### src/rtl/updn_pkg.sv
package updn_pkg;
  typedef enum logic [1:0] {
    STEP_HOLD = 2'd0,
    STEP_INC  = 2'd1,
    STEP_DEC  = 2'd2,
    STEP_ZERO = 2'd3
  } step_e;
endpackage

### src/rtl/updn_sync.sv
module updn_sync #(
  parameter int unsigned STAGES = 2
) (
  input  logic clk_i,
  input  logic rst_ni,
  input  logic pin_i,
  output logic level_o
);
  // Lines idle high, so the chain resets to 1.
  logic [STAGES-1:0] chain_q;

  generate
    if (STAGES == 1) begin : g_one
      always_ff @(posedge clk_i or negedge rst_ni) begin
        if (!rst_ni) chain_q <= 1'b1;
        else         chain_q <= pin_i;
      end
    end else begin : g_many
      always_ff @(posedge clk_i or negedge rst_ni) begin
        if (!rst_ni) chain_q <= '1;
        else         chain_q <= {chain_q[STAGES-2:0], pin_i};
      end
    end
  endgenerate

  assign level_o = chain_q[STAGES-1];
endmodule

### src/rtl/updn_fall_det.sv
module updn_fall_det (
  input  logic clk_i,
  input  logic rst_ni,
  input  logic level_i,
  output logic fall_o
);
  logic last_q;

  always_ff @(posedge clk_i or negedge rst_ni) begin
    if (!rst_ni) last_q <= 1'b1;
    else         last_q <= level_i;
  end

  assign fall_o = last_q & ~level_i;

  p_fall_single_r2: assert property (@(posedge clk_i) disable iff (!rst_ni)
    fall_o |=> !fall_o);
endmodule

### src/rtl/updn_step_sel.sv
module updn_step_sel
  import updn_pkg::*;
(
  input  logic  clr_ni,
  input  logic  up_fall_i,
  input  logic  down_fall_i,
  output step_e step_o
);
  always_comb begin
    if (!clr_ni)                    step_o = STEP_ZERO;
    else if (up_fall_i == down_fall_i) step_o = STEP_HOLD;
    else if (up_fall_i)             step_o = STEP_INC;
    else                            step_o = STEP_DEC;
  end
endmodule

### src/rtl/updn_count_reg.sv
module updn_count_reg
  import updn_pkg::*;
#(
  parameter int unsigned WIDTH = 24
) (
  input  logic             clk_i,
  input  logic             rst_ni,
  input  step_e            step_i,
  output logic [WIDTH-1:0] count_o
);
  localparam logic [WIDTH-1:0] ONE = WIDTH'(1);

  logic [WIDTH-1:0] count_q;

  always_ff @(posedge clk_i or negedge rst_ni) begin
    if (!rst_ni) begin
      count_q <= '0;
    end else begin
      unique case (step_i)
        STEP_ZERO: count_q <= '0;
        STEP_INC:  count_q <= count_q + ONE;
        STEP_DEC:  count_q <= count_q - ONE;
        default:   count_q <= count_q;
      endcase
    end
  end

  assign count_o = count_q;
endmodule

### src/rtl/updn_channel.sv
module updn_channel
  import updn_pkg::*;
#(
  parameter int unsigned WIDTH       = 24,
  parameter int unsigned SYNC_STAGES = 2
) (
  input  logic             clk_i,
  input  logic             rst_ni,
  input  logic             up_ni,
  input  logic             down_ni,
  input  logic             clr_ni,
  output logic [WIDTH-1:0] count_o
);
  logic  up_lvl, down_lvl, clr_lvl;
  logic  up_fall, down_fall;
  step_e step;

  updn_sync #(.STAGES(SYNC_STAGES)) u_sync_up (
    .clk_i(clk_i), .rst_ni(rst_ni), .pin_i(up_ni), .level_o(up_lvl));
  updn_sync #(.STAGES(SYNC_STAGES)) u_sync_down (
    .clk_i(clk_i), .rst_ni(rst_ni), .pin_i(down_ni), .level_o(down_lvl));
  updn_sync #(.STAGES(SYNC_STAGES)) u_sync_clr (
    .clk_i(clk_i), .rst_ni(rst_ni), .pin_i(clr_ni), .level_o(clr_lvl));

  updn_fall_det u_fall_up (
    .clk_i(clk_i), .rst_ni(rst_ni), .level_i(up_lvl), .fall_o(up_fall));
  updn_fall_det u_fall_down (
    .clk_i(clk_i), .rst_ni(rst_ni), .level_i(down_lvl), .fall_o(down_fall));

  updn_step_sel u_sel (
    .clr_ni(clr_lvl), .up_fall_i(up_fall), .down_fall_i(down_fall), .step_o(step));

  updn_count_reg #(.WIDTH(WIDTH)) u_cnt (
    .clk_i(clk_i), .rst_ni(rst_ni), .step_i(step), .count_o(count_o));

  p_clear_zero_r4: assert property (@(posedge clk_i) disable iff (!rst_ni)
    !clr_lvl |=> (count_o == '0));
  p_up_step_r2: assert property (@(posedge clk_i) disable iff (!rst_ni)
    (clr_lvl && up_fall && !down_fall) |=> ((count_o - $past(count_o)) == WIDTH'(1)));
  p_down_step_r3: assert property (@(posedge clk_i) disable iff (!rst_ni)
    (clr_lvl && down_fall && !up_fall) |=> (($past(count_o) - count_o) == WIDTH'(1)));
  p_both_hold_r6: assert property (@(posedge clk_i) disable iff (!rst_ni)
    (clr_lvl && up_fall && down_fall) |=> $stable(count_o));
  p_idle_hold_r11: assert property (@(posedge clk_i) disable iff (!rst_ni)
    (clr_lvl && !up_fall && !down_fall) |=> $stable(count_o));
endmodule

### src/rtl/updn_event_counter.sv
module updn_event_counter #(
  parameter int unsigned N_CH        = 2,
  parameter int unsigned WIDTH       = 24,
  parameter int unsigned SYNC_STAGES = 2
) (
  input  logic                  clk_i,
  input  logic                  rst_ni,
  input  logic [N_CH-1:0]       up_ni,
  input  logic [N_CH-1:0]       down_ni,
  input  logic [N_CH-1:0]       clr_ni,
  output logic [N_CH*WIDTH-1:0] count_o
);
  genvar ch;
  generate
    for (ch = 0; ch < N_CH; ch++) begin : g_ch
      updn_channel #(.WIDTH(WIDTH), .SYNC_STAGES(SYNC_STAGES)) u_ch (
        .clk_i  (clk_i),
        .rst_ni (rst_ni),
        .up_ni  (up_ni[ch]),
        .down_ni(down_ni[ch]),
        .clr_ni (clr_ni[ch]),
        .count_o(count_o[ch*WIDTH +: WIDTH])
      );
    end
  endgenerate

  p_reset_zero_r1: assert property (@(posedge clk_i) !rst_ni |-> (count_o == '0));
endmodule

### config.mk
export PLATFORM = sky130hd
export DESIGN_NAME = updn_event_counter
export DESIGN_NICKNAME = d
export VERILOG_FILES = /design/src/rtl/updn_pkg.sv /design/src/rtl/updn_sync.sv /design/src/rtl/updn_fall_det.sv /design/src/rtl/updn_step_sel.sv /design/src/rtl/updn_count_reg.sv /design/src/rtl/updn_channel.sv /design/src/rtl/updn_event_counter.sv
export SDC_FILE = /design/constraint.sdc
export NUM_CORES = 1
export LEC_CHECK = 0
export BUFFER_PORTS_ARGS = -buffer_cell sky130_fd_sc_hd__clkbuf_2
export CORE_UTILIZATION = 60
export DETAILED_ROUTE_END_ITERATION = 6
export MAX_ROUTING_LAYER = met4
export PLACE_DENSITY = 0.89
export RECOVER_POWER = 50
export SLEW_MARGIN = 10
export SYNTH_ARGS = -nofsm -noshare
export SYNTH_HDL_FRONTEND = slang
export SYNTH_SLANG_ARGS = --single-unit
### constraint.sdc
create_clock -name clk_i -period 7.2 [get_ports clk_i]
set_input_delay 0.72 -clock clk_i [delete_from_list [all_inputs] [get_ports clk_i]]
set_output_delay 0.72 -clock clk_i [all_outputs]
set_load 0.02 [all_outputs]
==> summary.md <==
| Metric | Value |
|---|---|
| Dpl hpwl | `8040 µm` |
| Layout cells sized above 1 | `15.9%` |
| Worst-Margin Slew | `1850 ps` |
| Initial Util | `a little under two thirds` |
| Total GRT Usage | `29.5%` |
| DRC violations left | `0` |
| Die area | `0.00822 mm²` |
| Peak supply drop | `164 µV` |
| Most common cell on crit path | `ha_1` |
| Crit-path max FO | `25` |
| Core area | `0.00741 mm²` |
| Port Buffers | `55` |
| Global route overflow | `0` |
| Final Critical Period | `3950 ps` |
| Avg Cell Area, Syn | `9.05 µm²` |
| Post-Syn Area | `0.00471 mm²` |
| Crit end category | `register` |
| Die Ht | `90.6 µm` |
| Hold Buf Count CTS | `0` |
| Max cap viols | `2` |
| Min Hold Slack | `356 ps` |
| I/O Pins | `56` |
| Initial antenna violation count | `0` |
| Detailed Route WL | `11,300 µm` |
| First-pass GRT wire length | `about 19,000 µm` |
| Max incr delay on CP | `870 ps` |
| Layout Nets | `625` |
| RSZ-0062 raised after global routing | `no` |
| CP max stage cell | `ha_1` |
| Setup WS post-layout | `3250 ps` |
| Placed insts | `655` |
| Worst-path cell chain | `nand2b_1 > a21boi_0 > ha_1 > ha_1 > a21oi_4 > o21ai_2 > a311oi_2 > a211oi_1 > or3_1 > nand4b_1 > or3b_1` |
| Initial DRC Count | `321` |
| Post-synthesis cell type count | `64` |
| Most Used Layer, Global Route | `met2` |
| P_leak | `2.50 nW` |
| Root buffer cell | `clkbuf_8` |
| DP Worst Slack | `~3300 ps` |
| Worst-path clk slew | `70 ps` |
| #FFs+latches synth | `64` |
| Synthesis-to-finish area growth | `10.9%` |
| Via count | `4,221` |
| Final hold vios | `0` |
| Final instance area | `0.00523 mm²` |
| Post-synth EDFFs | `0` |
| Tot Pwr | `1.63 mW` |
| Row count | `31` |
| Met1 global-route usage | `35.4%` |
| Slew Viols, Final | `67` |
| Setup Total Neg Slack | `0 ps` |
| CP startpoint kind | `register` |
| Met3 Usage GRT | `6.65%` |
| Req. time, crit path | `7420 ps` |
| GR met2 Demand/Resource | `~49%` |
| Final non-filler cell total | `roughly 670` |
| Main synth FF type | `dfrtp_1` |
| Power per cell area | `312 mW/mm²` |
| Antenna Violating Nets Remaining | `0` |
| Post-cts resize count | `0` |
| Post-CTS Setup Bufs | `0` |
| Diode count | `0` |
| Synth Net Count | `579` |
| Async SR Flop Fraction | `100%` |
| CTS tree | `done` |
| Rel. slew slack | `-23.4%` |
| Post-synthesis cell count | `521` |
| Crit path DAT | `4180 ps` |
| Final setup violation count | `0` |
| H-tree depth | `3` |
| CTS Buf Count | `9` |
| Sequential fraction of the synthesis area | `between 30% and 40%` |
| Sink Count | `64` |
| Worst skew pair latency | `~350 ps` |
| YS warnings | `0` |
| Worst Skew | `9.67 ps` |
| WL/cell | `about 17 µm` |
| Type of the most critical hold path | `register to register` |
| Router iterations before antenna repair | `7` |
| Via density | `6.29` |
| Largest net degree at the start of global routing | `37` |
| Post-DP Area | `between 0.005 and 0.006 mm²` |
| Final Wtd Congestion | `0.947` |
| Crit Path Class | `register to register` |
| Maximum buffer depth of the clock tree | `2` |
| Vias in the first global route | `around 4,200` |
| Tcrit/Tclk final | `54.9%` |
| Failing checks | `capacitance limit, slew limit` |
| Status | `finished with violations` |
| Finished Core Util | `70.6%` |
| X dimension of the die | `90.6 µm` |
| F_max | `approximately 0.25 GHz` |
==> layout make-up <==
class	instances	area [µm²]
multi-input cells	420	2950
fillers	582	2180
flip-flops and latches	64	1620
repair buffers	59	290
clock buffers	13	159
well taps	99	124
inverters	13	48.8
clock inverters	3	40.0
==> kinds of logic after synthesis <==
logic type | synth area share [%]
AND/OR/NAND/NOR | 14.6
adder cells (fa/ha/maj) | 13.6
multiplexers | 0.451
AO/OA/AOI/OAI | 27.1
XOR/XNOR | 6.69
buffers and inverters | 3.18
flip-flops | 34.4
==> critical path, delay by kind of cell (launching register included) <==
kind / cells / cell delay (ps)
fa+ha+maj: 2 / 1360
compound gates: 5 / 1080
simple gates: 4 / 860
flops: 1 / 520
==> cells in the final DEF, fill, tap and decap left out, types with 15 or more instances in the layout <==
master    count
a21o_1       18
a21oi_1      38
a22o_1       15
clkbuf_2     46
dfrtp_1      48
ha_1         48
nand2_1      58
nor2_1       22
o21ai_0      42
xnor2_1      22
==> metal layers <==
metal / up-vias / routed length, µm
met4: 0 / 342
met2: 155 / 5460
met3: 38 / 649
met5: - / 0
met1: 2001 / 4850
li1: 2027 / -
==> report_power, final <==
group          leakage [nW]  internal [mW]  switching, mW
Clock                 0.103          0.178          0.143
Combinational          1.60          0.294          0.491
Sequential            0.801          0.445         0.0780
==> final timing paths <==
check	start	to	slack, ps	depth (start not counted)
worst min-delay path	g_ch[1].u_ch.u_sync_down.chain_q[0]	g_ch[1].u_ch.u_sync_down.chain_q[1]	360	0
max in group asynchronous	rst_ni	g_ch[0].u_ch.u_cnt.count_o[6]	3980	2
min in group asynchronous	rst_ni	g_ch[1].u_ch.u_cnt.count_o[16]	770	1
worst max-delay path	g_ch[0].u_ch.u_fall_down.last_q	g_ch[0].u_ch.u_cnt.count_o[23]	3250	11
worst max register to register	g_ch[0].u_ch.u_fall_down.last_q	g_ch[0].u_ch.u_cnt.count_o[23]	3250	11
worst min register to register	g_ch[1].u_ch.u_sync_down.chain_q[0]	g_ch[1].u_ch.u_sync_down.chain_q[1]	360	0
==> synthesized netlist by cell type, types with 3 or more instances <==
cell	n	share of area, %
o21ai_1	6	0.64
inv_1	13	1.0
o211ai_1	8	1.3
nand4_1	10	1.3
a21boi_0	4	0.64
o31ai_1	6	0.96
nor3_1	7	0.74
nand2b_1	7	0.93
a22o_1	15	2.8
or3_1	4	0.53
nand2_1	58	4.6
nor2b_1	6	0.80
dfrtp_1	48	25
nor3b_1	3	0.48
a21o_1	18	2.9
and3_1	4	0.53
a211oi_1	8	1.3
o21ai_0	42	4.5
clkbuf_1	22	1.8
ha_1	48	13
xor2_1	14	2.6
nor2_1	23	1.8
a31oi_1	5	0.66
dfstp_2	16	8.9
xnor2_1	22	4.1
a21oi_1	38	4.0
o21bai_1	5	0.80
nand3_1	12	1.3
==> sequential cells by signal, indices dropped and copies added, names as in the netlist <==
name and count:
g_ch.u_ch.u_cnt.count_o 48, g_ch.u_ch.u_sync_clr.chain_q 4, g_ch.u_ch.u_sync_down.chain_q 4, g_ch.u_ch.u_sync_up.chain_q 4, g_ch.u_ch.u_fall_down.last_q 2, g_ch.u_ch.u_fall_up.last_q 2
(Power assumes the default switching activity.)
